[config.mk]
export PLATFORM = sky130hd
export DESIGN_NAME = flap_bird_core
export DESIGN_NICKNAME = d
export VERILOG_FILES = /design/src/rtl/bird_pkg.sv /design/src/rtl/bird_pos.sv /design/src/rtl/bird_hit.sv /design/src/rtl/bird_score.sv /design/src/rtl/bird_seg.sv /design/src/rtl/flap_bird_core.sv
export SDC_FILE = /design/constraint.sdc
export NUM_CORES = 1
export LEC_CHECK = 0
export BUFFER_PORTS_ARGS = -buffer_cell sky130_fd_sc_hd__buf_2
export CAP_MARGIN = 10
export CORE_MARGIN = 1
export CORE_UTILIZATION = 28
export CTS_CLUSTER_SIZE = 40
export DETAILED_ROUTE_END_ITERATION = 10
export SYNTH_ARGS = -nofsm -noshare
export SYNTH_HDL_FRONTEND = slang
export SYNTH_SLANG_ARGS = --single-unit
[constraint.sdc]
create_clock -name clk -period 2.5 [get_ports clk]
set_clock_uncertainty 0.2 [all_clocks]
set_input_delay 0.375 -clock clk [delete_from_list [all_inputs] [get_ports clk]]
set_output_delay 0.375 -clock clk [all_outputs]
set_load 0.03 [all_outputs]
[src/rtl/bird_pkg.sv]
package bird_pkg;

  // Active-low seven-segment pattern, bit 0 = a ... bit 6 = g; blank above nine.
  function automatic logic [6:0] seg_of(input int unsigned value);
    logic [6:0] lit;
    case (value)
      0:       lit = 7'h3F;
      1:       lit = 7'h06;
      2:       lit = 7'h5B;
      3:       lit = 7'h4F;
      4:       lit = 7'h66;
      5:       lit = 7'h6D;
      6:       lit = 7'h7D;
      7:       lit = 7'h07;
      8:       lit = 7'h7F;
      9:       lit = 7'h6F;
      default: lit = 7'h00;
    endcase
    return ~lit;
  endfunction

endpackage

[src/rtl/bird_pos.sv]
module bird_pos #(
  parameter int POS_W     = 3,
  parameter int START_ROW = 4,
  localparam int ROWS     = 2 ** POS_W
) (
  input  logic             clk,
  input  logic             rst,
  input  logic             start,
  input  logic             tick,
  input  logic             flap,
  input  logic             hold,
  output logic [POS_W-1:0] pos_q,
  output logic [ROWS-1:0]  onehot_q
);

  localparam logic [POS_W-1:0] TOP  = POS_W'(ROWS - 1);
  localparam logic [POS_W-1:0] HOME = POS_W'(START_ROW);

  logic [POS_W-1:0] pos_d;
  logic [ROWS-1:0]  onehot_d;

  always_comb begin
    pos_d = pos_q;
    if (start) begin
      pos_d = HOME;
    end else if (tick && !hold) begin
      if (flap) begin
        if (pos_q != TOP) pos_d = pos_q + 1'b1;
      end else begin
        if (pos_q != '0) pos_d = pos_q - 1'b1;
      end
    end
  end

  for (genvar k = 0; k < ROWS; k++) begin : g_dec
    assign onehot_d[k] = (pos_d == POS_W'(k));
  end

  always_ff @(posedge clk) begin
    if (rst) begin
      pos_q    <= HOME;
      onehot_q <= ROWS'(1) << START_ROW;
    end else begin
      pos_q    <= pos_d;
      onehot_q <= onehot_d;
    end
  end

  AST_START_HOME: assert property (@(posedge clk) disable iff (rst)
    start |=> pos_q == HOME);
  AST_IDLE_HOLD: assert property (@(posedge clk) disable iff (rst)
    (!tick && !start) |=> $stable(pos_q));
  AST_TOP_RAIL: assert property (@(posedge clk) disable iff (rst)
    (pos_q == TOP && flap && !start) |=> pos_q == TOP);
  AST_BOTTOM_RAIL: assert property (@(posedge clk) disable iff (rst)
    (pos_q == '0 && !flap && !start) |=> pos_q == '0);
  AST_ONE_ROW: assert property (@(posedge clk) disable iff (rst)
    $countones(onehot_q) == 1);
  AST_ROW_MATCH: assert property (@(posedge clk) disable iff (rst)
    onehot_q[pos_q] == 1'b1);

endmodule

[src/rtl/bird_hit.sv]
module bird_hit #(
  parameter int ROWS = 8
) (
  input  logic            clk,
  input  logic            rst,
  input  logic            start,
  input  logic            tick,
  input  logic [ROWS-1:0] row_oh,
  input  logic [ROWS-1:0] wall,
  output logic            hit,
  output logic            crash_q
);

  assign hit = tick && (|(row_oh & wall));

  always_ff @(posedge clk) begin
    if (rst || start) begin
      crash_q <= 1'b0;
    end else if (hit) begin
      crash_q <= 1'b1;
    end
  end

  AST_HIT_LATCHES: assert property (@(posedge clk) disable iff (rst)
    (hit && !start) |=> crash_q);
  AST_CRASH_STICKY: assert property (@(posedge clk) disable iff (rst)
    (crash_q && !start) |=> crash_q);
  AST_START_CLEARS: assert property (@(posedge clk) disable iff (rst)
    start |=> !crash_q);

endmodule

[src/rtl/bird_score.sv]
module bird_score #(
  parameter int ROWS    = 8,
  parameter int SCORE_W = 4
) (
  input  logic               clk,
  input  logic               rst,
  input  logic               start,
  input  logic               tick,
  input  logic [ROWS-1:0]    wall,
  input  logic               hit,
  input  logic               crashed,
  output logic [SCORE_W-1:0] score_d,
  output logic [SCORE_W-1:0] score_q
);

  localparam logic [SCORE_W-1:0] FULL = {SCORE_W{1'b1}};

  logic armed_q;
  logic armed_d;
  logic live_tick;

  assign live_tick = tick && !crashed && !hit;

  always_comb begin
    score_d = score_q;
    armed_d = armed_q;
    if (start) begin
      score_d = '0;
      armed_d = 1'b0;
    end else if (live_tick) begin
      if (armed_q && (wall == '0) && (score_q != FULL)) score_d = score_q + 1'b1;
      armed_d = |wall;
    end
  end

  always_ff @(posedge clk) begin
    if (rst) begin
      score_q <= '0;
      armed_q <= 1'b0;
    end else begin
      score_q <= score_d;
      armed_q <= armed_d;
    end
  end

  AST_FROZEN_ON_CRASH: assert property (@(posedge clk) disable iff (rst)
    (crashed && !start) |=> $stable(score_q));
  AST_NO_WRAP: assert property (@(posedge clk) disable iff (rst)
    (score_q == FULL && !start) |=> score_q == FULL);
  AST_SINGLE_STEP: assert property (@(posedge clk) disable iff (rst)
    !start |=> (score_q == $past(score_q)) || (score_q == $past(score_q) + 1'b1));
  AST_NEEDS_TICK: assert property (@(posedge clk) disable iff (rst)
    (!tick && !start) |=> $stable(score_q));

endmodule

[src/rtl/bird_seg.sv]
module bird_seg #(
  parameter int SCORE_W = 4
) (
  input  logic               clk,
  input  logic               rst,
  input  logic [SCORE_W-1:0] value_d,
  output logic [6:0]         seg_n_q
);

  import bird_pkg::*;

  always_ff @(posedge clk) begin
    if (rst) begin
      seg_n_q <= seg_of(0);
    end else begin
      seg_n_q <= seg_of(int'(value_d));
    end
  end

endmodule

[src/rtl/flap_bird_core.sv]
module flap_bird_core #(
  parameter int POS_W     = 3,
  parameter int SCORE_W   = 4,
  parameter int START_ROW = 2 ** (POS_W - 1),
  localparam int ROWS     = 2 ** POS_W
) (
  input  logic               clk,
  input  logic               rst,
  input  logic               tick,
  input  logic               flap,
  input  logic               start,
  input  logic [ROWS-1:0]    wall,
  output logic [ROWS-1:0]    bird_row,
  output logic               crash,
  output logic [SCORE_W-1:0] score,
  output logic [6:0]         seg_n
);

  logic [POS_W-1:0]   pos_q;
  logic               hit;
  logic [SCORE_W-1:0] score_d;

  bird_pos #(
    .POS_W     (POS_W),
    .START_ROW (START_ROW)
  ) i_pos (
    .clk      (clk),
    .rst      (rst),
    .start    (start),
    .tick     (tick),
    .flap     (flap),
    .hold     (hit || crash),
    .pos_q    (pos_q),
    .onehot_q (bird_row)
  );

  bird_hit #(
    .ROWS (ROWS)
  ) i_hit (
    .clk     (clk),
    .rst     (rst),
    .start   (start),
    .tick    (tick),
    .row_oh  (bird_row),
    .wall    (wall),
    .hit     (hit),
    .crash_q (crash)
  );

  bird_score #(
    .ROWS    (ROWS),
    .SCORE_W (SCORE_W)
  ) i_score (
    .clk     (clk),
    .rst     (rst),
    .start   (start),
    .tick    (tick),
    .wall    (wall),
    .hit     (hit),
    .crashed (crash),
    .score_d (score_d),
    .score_q (score)
  );

  bird_seg #(
    .SCORE_W (SCORE_W)
  ) i_seg (
    .clk     (clk),
    .rst     (rst),
    .value_d (score_d),
    .seg_n_q (seg_n)
  );

  AST_BLANK_ABOVE_NINE: assert property (@(posedge clk) disable iff (rst)
    (int'(score) > 9) |-> seg_n == 7'h7F);
  AST_CRASH_FREEZES_BIRD: assert property (@(posedge clk) disable iff (rst)
    (crash && !start) |=> $stable(bird_row));
  AST_ZERO_SHOWS_ZERO: assert property (@(posedge clk) disable iff (rst)
    (score == '0) |-> seg_n == 7'h40);

endmodule

==> results_dict.tcl <==
set metrics [dict create \
    status "finished clean" \
    timing.rr.end "i_pos.onehot_q[0]$_SDFF_PP0_" \
    hpwl_mm 2.82 \
    synth_area_leaders "dfxtp_1 (34%), ha_1 (8.8%), nor4_4 (4.5%), nor3_1 (3.5%), mux2i_1 (2.8%)" \
    ios 33 \
    end_kind "flip-flop" \
    ant_nets 0 \
    synth-seq-cells 24 \
    holdCritPathClass "in -> reg" \
    irDropWorstVdd_mv 0.178 \
    drive_above_1_share_pct 32.5 \
    drt_wl_total_mm 3.48 \
    slowest_delay_ns 0.43 \
    cp-start-kind "flip-flop" \
    maxSlewViolCount 0 \
    ys.flop_type "dfxtp_1" \
    cts_tree "yes" \
    synth_fp_nets 174 \
    fin_crit_sh_pct 90.7 \
    floorplan.initialDensity_pct 29.6 \
    wl_per_cell_um 13.3 \
    dp_slack_ns 0.0277 \
    clock_sinks 24 \
    n_antenna_cell 0 \
    max_cap_viol_count 0 \
    fin_area_um2 1780 \
    slew_headroom_pct 66.8 \
    r2r_start "i_pos.pos_q[0]$_SDFF_PP0_" \
    antenna_found_initial 0 \
    die_w_um 73.1 \
    yosysMostFrequentCell "dfxtp_1" \
    design.die.area_um2 5350 \
    worstSetupPathDepth 7 \
    grt_overflow 0 \
    post-route-min-period_ns 2.27 \
    cp-endpoint "i_pos.onehot_q[0]$_SDFF_PP0_" \
    grt_pass1_vias 1223 \
    gp_congestion 0.817 \
    num-fill-cells 495 \
    cp_max_fo 4 \
    syn-instance-count 151 \
    cp_num_buf_inv 1 \
    yosysSeqAreaShare_pct 33.9 \
    fp.coreArea_um2 4790 \
    grt_max_degree 15 \
    io_buffers 32 \
    synth_warnings 0 \
    vias_per_cell 4.89 \
    htreeDepth 1 \
    synth_common_cells "dfxtp_1 (24), ha_1 (10), nor3_1 (10)" \
    synthArstFlopShare_pct 0 \
    area_delta_synth_final_pct 25.4 \
    worstPathArrival_ns 2.25 \
    rrSetupSlack_ns 0.23 \
    cpLargestDelayFamily "compound AO/OA/AOI/OAI gates" \
    dpl_cell_area_um2 1720 \
    avgSynthCellArea_um2 9.38 \
    crit_chain "inv_1 -> ha_1 -> ha_1 -> a211o_1 -> a211oi_1 -> nor3_1 -> nor4_1" \
    dp.cells 257 \
    hold_buffers 0 \
    cts.reportedPaths.clkPinSlew_ns 0.08 \
    rr_worst_depth 7 \
    worst_path_max_delay_cell "a211oi_1" \
    die_h_um 73.1 \
    setup_slack_ns 0.232 \
    synth_top_area_cell "dfxtp_1" \
    multiInputGateArea_um2 871 \
    rsz0062_at_grt "false" \
    fin_cells 261 \
    numCtsBuffers 3 \
    setup_violations 0 \
    leakagePower_nw 0.767 \
    drcViolationCount 0 \
    num-nets-final 218 \
    crit_path_frequent_cell "ha_1" \
    synth_cell_types 48 \
    crit_required_ns 2.48 \
    dr.pass1.iters 4 \
    syn_area_um2 1420 \
    tns_ns 0 \
    p_per_area_nw_per_um2 433 \
    clk_latency_ns 0.26 \
    grt_usage_pct 13.8 \
    seqCellArea_um2 482 \
    critical_path_class "reg -> reg" \
    fmaxAchievable_ghz 0.441 \
    startpoint "i_pos.pos_q[0]$_SDFF_PP0_" \
    synth.top_cell.area_share_pct 33.9 \
    clockBufferDepth 2 \
    worstMarginPinSlew_ns 0.496 \
    cts_resized 0 \
    vias 1277 \
    synth_edf_count 0 \
    cts_root_buf "clkbuf_8" \
    initialDrtViolationCount 36 \
    row_count 25 \
    postCtsSetupRepairBufs 0 \
    grt_first_pass_wirelength_mm 5.68 \
    hold_viol_final 0 \
]
-- cell families after synthesis --
group,count (synthesis),share of synthesized area (%)
xor+xnor,3,1.86
buf+inv,15,4.59
fa+ha+maj,10,8.83
simple gates,59,28.4
compound gates,36,19.5
flops,24,33.9
mux,4,2.83
-- area by class of cell --
cell class | count | share of cell area [%]
inverters | 11 | 2.39
repair buffers | 43 | 13.7
well taps | 67 | 4.72
flip-flops and latches | 24 | 27.1
multi-input cells | 112 | 49.0
clock buffers | 4 | 3.10
-- layout by cell type, fill, tap and decap left out, drive strengths merged, types with 4 or more instances in the layout --
master,netlist,layout
nand4,5,5
nand3,4,4
nor4,5,5
mux2i,4,4
inv,10,10
o21ai,5,5
nor2,9,9
ha,10,10
clkbuf,3,4
a22oi,4,4
nand2,5,5
nor3,10,10
or4,4,4
buf,1,43
dfxtp,24,24
a21oi,5,5
-- worst reg2reg max path, stage by stage, from the launching register on --
cell      delay, ns
dfxtp_1        0.38
inv_1          0.07
ha_1           0.21
ha_1           0.21
a211o_1        0.26
a211oi_1       0.43
nor3_1         0.16
nor4_1         0.27
-- power breakdown --
part	switching [mW]	internal, mW	total (mW)
Combinational	0.0713	0.0375	0.109
Sequential	0.00649	0.390	0.397
Clock	0.123	0.141	0.263
Total	0.201	0.568	0.769
-- metrics by stage --
| step | hold WS, ns | utilization, % | power, mW |
|---|---|---|---|
| 3_3_place_gp | 0.323 | 36.0 | 0.512 |
| 4_1_cts | 0.127 | 37.1 | 0.773 |
| 3_5_place_dp | 0.327 | 36.0 | 0.513 |
| 6_report | 0.136 | 37.1 | 0.769 |
| 2_1_floorplan | 0.240 | - | 0.470 |
| 5_1_grt | 0.150 | 37.1 | 0.801 |
-- metal layers --
metal | routed length, um | track usage, %
met2 | 1500 | 20.8
met3 | 101 | 1.66
met4 | 84 | 5.88
met1 | 1800 | 19.8
met5 | 0 | 0
-- how the worst min path moves through the flow --
stage / start / to / slack [ns] / cells past startpoint
4_1_cts: rst / i_score.score_q[0]$_SDFF_PP0_ / 0.13 / 2
3_3_place_gp: i_score.armed_q$_SDFFE_PP0N_ / i_score.armed_q$_SDFFE_PP0N_ / 0.32 / 2
5_1_grt: rst / i_score.score_q[0]$_SDFF_PP0_ / 0.15 / 2
2_1_floorplan: rst / i_score.score_q[0]$_SDFF_PP0_ / 0.24 / 1
6_report: rst / i_score.score_q[0]$_SDFF_PP0_ / 0.14 / 2
3_5_place_dp: i_score.armed_q$_SDFFE_PP0N_ / i_score.armed_q$_SDFFE_PP0N_ / 0.33 / 2
-- state kept, by name, summed over array words and instances (netlist names) --
register and count:
i_score.armed_q 1, i_pos.pos_q 3, i_score.score_q 4, i_pos.onehot_q 8, i_hit.crash_q 1, i_seg.seg_n_q 7
(Power assumes the default switching activity.)
